==> config.mk <==
export PLATFORM = sky130hd
export DESIGN_NAME = frac_clk_div_2_9
export DESIGN_NICKNAME = d
export VERILOG_FILES = /design/src/rtl/frac_div_pkg.sv /design/src/rtl/frac_div_ring.sv /design/src/rtl/frac_div_tap_bank.sv /design/src/rtl/frac_clk_div_2_9.sv
export SDC_FILE = /design/constraint.sdc
export NUM_CORES = 1
export LEC_CHECK = 0
export BUFFER_PORTS_ARGS = -buffer_cell sky130_fd_sc_hd__buf_2
export CORE_AREA = 4 4 41 43
export DETAILED_ROUTE_END_ITERATION = 6
export DIE_AREA = 0 0 45 47
export SYNTH_ARGS = -nofsm -noshare
export SYNTH_HDL_FRONTEND = slang
export SYNTH_SLANG_ARGS = --single-unit
==> constraint.sdc <==
create_clock -name clk -period 1.4 [get_ports clk]
set_input_delay 0.14 -clock clk [delete_from_list [all_inputs] [get_ports clk]]
set_output_delay 0.14 -clock clk [all_outputs]
set_load 0.01 [all_outputs]
==> src/rtl/frac_div_pkg.sv <==
package frac_div_pkg;

  // Selects which edge of the input clock a tap bank samples on
  typedef enum logic {
    EDGE_RISE = 1'b0,
    EDGE_FALL = 1'b1
  } edge_e;

endpackage

==> src/rtl/frac_div_ring.sv <==
module frac_div_ring #(
  parameter int LEN = 9
) (
  input  logic           clk,
  input  logic           rst,
  output logic [LEN-1:0] ring
);

  localparam logic [LEN-1:0] SEED = LEN'(1);

  always_ff @(posedge clk) begin
    if (rst) ring <= SEED;
    else     ring <= {ring[LEN-2:0], ring[LEN-1]};
  end

  // exactly one stage set while running
  p_onehot_r1: assert property (@(posedge clk) disable iff (rst)
    $onehot(ring));

  // left rotation with wrap from the top stage
  p_rotate_r1: assert property (@(posedge clk) disable iff (rst)
    !$past(rst) |-> ring == {$past(ring[LEN-2:0]), $past(ring[LEN-1])});

endmodule

==> src/rtl/frac_div_tap_bank.sv <==
module frac_div_tap_bank
  import frac_div_pkg::*;
#(
  parameter int             LEN  = 9,
  parameter logic [LEN-1:0] MASK = '0,
  parameter edge_e          EDGE = EDGE_RISE
) (
  input  logic           clk,
  input  logic           rst,
  input  logic [LEN-1:0] ring,
  output logic [LEN-1:0] tap_q,
  output logic           any_q
);

  // Unselected stages become constant-zero flops and are trimmed away
  generate
    if (EDGE == EDGE_RISE) begin : g_rise
      always_ff @(posedge clk) begin
        if (rst) tap_q <= '0;
        else     tap_q <= ring & MASK;
      end
      // one tap at a time in this bank
      p_single_tap_r9: assert property (@(posedge clk) disable iff (rst)
        $countones(tap_q) <= 1);
    end else begin : g_fall
      always_ff @(negedge clk) begin
        if (rst) tap_q <= '0;
        else     tap_q <= ring & MASK;
      end
      // one tap at a time in this bank
      p_single_tap_r9: assert property (@(negedge clk) disable iff (rst)
        $countones(tap_q) <= 1);
    end
  endgenerate

  assign any_q = |tap_q;

endmodule

==> src/rtl/frac_clk_div_2_9.sv <==
module frac_clk_div_2_9
  import frac_div_pkg::*;
#(
  parameter int                  RING_LEN  = 9,
  parameter logic [RING_LEN-1:0] RISE_SEL  = RING_LEN'(9'b001000110),
  parameter logic [RING_LEN-1:0] FALL_SEL  = RING_LEN'(9'b011000100)
) (
  input  logic clk,
  input  logic rst,
  output logic clk_out
);

  logic [RING_LEN-1:0] ring;
  logic [RING_LEN-1:0] rise_q;
  logic [RING_LEN-1:0] fall_q;
  logic                rise_any;
  logic                fall_any;

  frac_div_ring #(.LEN(RING_LEN)) u_ring (
    .clk  (clk),
    .rst  (rst),
    .ring (ring)
  );

  frac_div_tap_bank #(.LEN(RING_LEN), .MASK(RISE_SEL), .EDGE(EDGE_RISE)) u_rise (
    .clk   (clk),
    .rst   (rst),
    .ring  (ring),
    .tap_q (rise_q),
    .any_q (rise_any)
  );

  frac_div_tap_bank #(.LEN(RING_LEN), .MASK(FALL_SEL), .EDGE(EDGE_FALL)) u_fall (
    .clk   (clk),
    .rst   (rst),
    .ring  (ring),
    .tap_q (fall_q),
    .any_q (fall_any)
  );

  assign clk_out = rise_any | fall_any;

  // a rising-bank hand-over is bridged by a falling tap held across it
  p_cover_rise_r8: assert property (@(negedge clk) disable iff (rst)
    ($past(|rise_q) && (|rise_q) && (rise_q != $past(rise_q))) |-> (|fall_q));

  // a falling-bank hand-over is bridged by a rising tap held across it
  p_cover_fall_r8: assert property (@(posedge clk) disable iff (rst)
    ($past(|fall_q) && (|fall_q) && (fall_q != $past(fall_q))) |-> (|rise_q));

endmodule

# --- After elaboration in Yosys (flattened, before gate mapping) ---
# Cells that the tools add are included.
word_totals:
  ff_bits: 27
  input_bits: 2
  output_inout_bits: 1
  wordCells: 8
classes:
  n_bitwise: 1
  reduce_logical: 2
ops:
  columns: ["operator", "n"]
  rows:
  - ["$reduce_or 9->1", 2]
  - ["$or 1x1->1", 1]

# --- Depth between registers and ports, before layout ---
logic_depth:
  ltp_word: 2
  ltp_mapped: 2
  mapped_depth_nobuf: 2

# --- By module ---
# A second synthesis with hierarchy kept.
unflattened:
  cells_unflattened: 48
  hier_area_um2: 514.2
by_module_without_submodules:
  columns: ["module", "n_inst", "cells_per_inst", "area_per_inst_um2", "seq_area_each_um2"]
  rows:
  - ["frac_div_ring", 1, 18, 236.5, 180.2]
  - ["frac_div_tap_bank at u_fall", 1, 15, 137.6, 60.1]
  - ["frac_div_tap_bank at u_rise", 1, 14, 133.9, 60.1]
  - ["frac_clk_div_2_9", 1, 1, 6.3, 0.0]

==> impl_summary.txt <==
----------------------------------------------------
[Hold path]
  Hold-critical path depth ... 2
  Launch point of the worst hold path ... rst
  Kind of path behind the tightest hold check ... in -> reg
  Worst Hold Endpoint ... u_ring.ring[2]

[Synth]
  Synth top area share ... about three quarters
  Most instantiated cells after synthesis ... dfxtp_1, nor2b_1
  Number of register bits inferred by synthesis ... 12
  Synthesized cell area ... 314 sq um
  Share of flip-flops with an asynchronous set or reset after synthesis ... 0%
  Cell type contributing the most total cell area after synthesis ... dfxtp_1
  Leading cell type by number of instances after synthesis ... dfxtp_1
  Warning count from the yosys run ... 0
  Synth Flop Type ... dfxtp_1
  Dominant cells by area after synthesis ... dfxtp_1, nor2b_1, nor4_1
  Synth cell types ... 7
  Share of synthesized area occupied by flip-flops and latches ... around three quarters
  Number of enable flip-flop cells after synthesis ... 0
  Average size of a mapped cell ... ~13 sq um
  Synthesized net count ... 27
  Post-synthesis cell count ... 25

[Power]
  Switching share of power ... between 20% and 30%
  Pleak ... approximately 0.00017 uW
  Power dissipated by switching net loads ... between 100 and 150 uW
  Power Total ... about 620 uW
  Relative contribution of sequential cells to total power ... a little under three fifths
  Areal power density over the cells ... roughly 1600 mW/mm^2
  Maximum ir drop on the vdd rail ... just over 0.8 mV
  Combinational share of power ... ~2.4%
  Internal power of the cells ... between 400 and 500 uW
  Relative contribution of the clock network to total power ... 40.6%

[STA]
  Setup TNS ... -516 ps
  Count of pins over their slew limit ... 0
  Final Worst Setup Slack ... -516 ps
  Worst max-slew margin expressed relative to the limit ... 85.0%
  Hold violation count in the final report ... 0
  RSZ-0062 raised after global routing ... true
  Clock skew after layout ... 63.8 ps
  Final number of setup-violating endpoints ... 1
  Actual transition at the worst max-transition pin ... about 220 ps

[Floorplanning]
  Placement row count ... 13
  Initial Utilization ... between 20 and 25%
  Placeable Area ... between 0.001 and 0.0015 sq mm
  Die area ... 0.00212 sq mm
  I/O pin cnt ... 3
  Die Width ... 45 um
  Die height ... 47 um

[Setup path]
  Highest net fanout along the worst path ... 1
  Register-to-Register Path Depth ... 1
  Setup slack of the worst register-to-register path ... ~180 ps
  Crit path buffers/inverters ... 1
  Endpoint class of the critical path ... primary output
  Crit-path max cell delay ... 280 ps
  Reg-to-Reg Start ... u_ring.ring[7]
  Reg2reg end ... u_fall.tap_q[7]
  Required time at the worst-slack endpoint ... around 1300 ps
  Cells along the critical path ... nor4_1 > nand2_1 > buf_2
  CP Data Arrival Time ... approximately 1800 ps
  Kind of critical path ... reg -> out
  Slowest stage cell on the critical path ... dfxtp_1
  Launching element type of the critical path ... register
  Critical path's top delay family ... simple AND/OR/NAND/NOR gates

[Global route]
  Antenna violations before repair ... 0
  Residual overflow from global routing ... 0
  Via count of the first global-routing pass ... ~170
  Maximum number of pins on one net before global-route repair ... 10
  Total Routing Usage GR ... 5.65%
  First-pass GRT wire length ... roughly 710 um

[Drt]
  Vias/cell ... 3.65
  Final ANT Viol Nets ... 0
  Wirelength per Cell ... around 8.4 um
  Number of design-rule violations left by the first detailed-router iteration ... 5
  Remaining routing DRC violations ... 0
  Final WL ... between 400 and 500 um
  Detailed-router iteration count before antenna repair ... 4
  Vias ... approximately 180

[Finish]
  Fin util ... 29.0%
  Fraction of layout cells with a size suffix above 1 ... 18.2%
  Diodes inserted ... 0
  Number of non-filler instances in the completed layout ... between 40 and 50
  Fill cell count ... approximately 140
  Area used by multi-input combinational logic ... between 70 and 80 sq um
  Combined flip-flop and latch cell area ... around 240 sq um
  Relative area change from synthesis to final layout ... 20.3%
  Layout Nets ... 36

[Clock network]
  Level count of the clock H-tree ... 1
  Clock buffer count from CTS ... 3
  # Post-CTS Setup Buffers ... 0
  Largest buffer count on any clock path ... 2
  CTS clock-pin slew for the worst setup and hold paths ... around 80 ps
  TritonCTS clock tree ... yes
  Clock Tree Root ... clkbuf_4
  Number of gates resized after CTS ... 0
  Clock latency on the worst-skew pair ... roughly 330 ps
  Hold Buf Count CTS ... 0
  Number of sinks driven by the clock tree ... 12

[Placement]
  Setup WS pre-CTS ... -172 ps
  Hpwl dp ... around 280 um
  Port Buffers ... 2
  Final estimated routing congestion in global placement ... roughly 0.60
  Placed cell count ... 42

[Status]
  Outcome ... complete, but fails checks
  Violations in the final reports ... setup timing

[Flow run]
  Max Cap Violations ... 0

----------------------------------------------------
==> layout make-up <==
class	count	share of cell area, %
Sequential cell	12	63.6
Multi-Input combinational cell	12	18.5
Clock buffer	3	5.96
Tap cell	15	4.97
Clock inverter	4	4.30
Timing Repair Buffer	2	2.65
==> layer usage <==
metal	GRT usage (%)	up-vias	wire (um)
met4	5.26	0	10
met5	0	-	0
met2	5.93	6	161
li1	-	93	-
met1	6.03	74	183
met3	5.75	2	45
==> flip-flops by register name, indices dropped and copies added, names as in the netlist <==
| signal | cells |
|---|---|
| u_ring.ring | 9 |
| u_fall.tap_q | 3 |
==> through the flow <==
stage	cell area [sq um]	hold WS [ps]
after global routing	378	138
after CTS	378	121
final	378	118
after detailed placement	343	397
after floorplan	314	212
after global placement	343	398
==> cell usage in the layout (no fill, tap or decap), drive strengths merged <==
master  netlist  final
nor4          1      1
clkbuf        0      3
inv           1      3
clkinv        0      1
nor2b         8      8
nand2         1      1
buf           0      2
nor2          1      1
or2           1      1
dfxtp        12     12
==> cell families (layout without fill, tap and decap cells) <==
family,after synthesis,in the layout,share of synthesized area [%]
buffers and inverters,1,9,1.19
DFF,12,12,76.5
and+or+nand+nor,12,12,22.3
==> worst max-delay path by stage <==
stage | from | to | slack, ps | cells after the start
after global routing | u_fall.tap_q[7] | clk_out | -560 | 3
after floorplan | u_fall.tap_q[7] | clk_out | -70 | 2
after CTS | u_fall.tap_q[7] | clk_out | -520 | 3
after global placement | u_fall.tap_q[7] | clk_out | -160 | 3
final | u_fall.tap_q[7] | clk_out | -520 | 3
after detailed placement | u_fall.tap_q[7] | clk_out | -170 | 3
==> power by group through the flow <==
stage / registers, uW / clock network [uW] / logic [uW]
floorplan: 357 / 17.8 / 7.60
global placement: 358 / 17.8 / 14.6
detailed placement: 358 / 17.8 / 14.9
CTS: 351 / 259 / 15.0
global route: 352 / 285 / 17.0
finish: 351 / 250 / 14.5
Note: power is estimated with default switching activity, not from simulation.
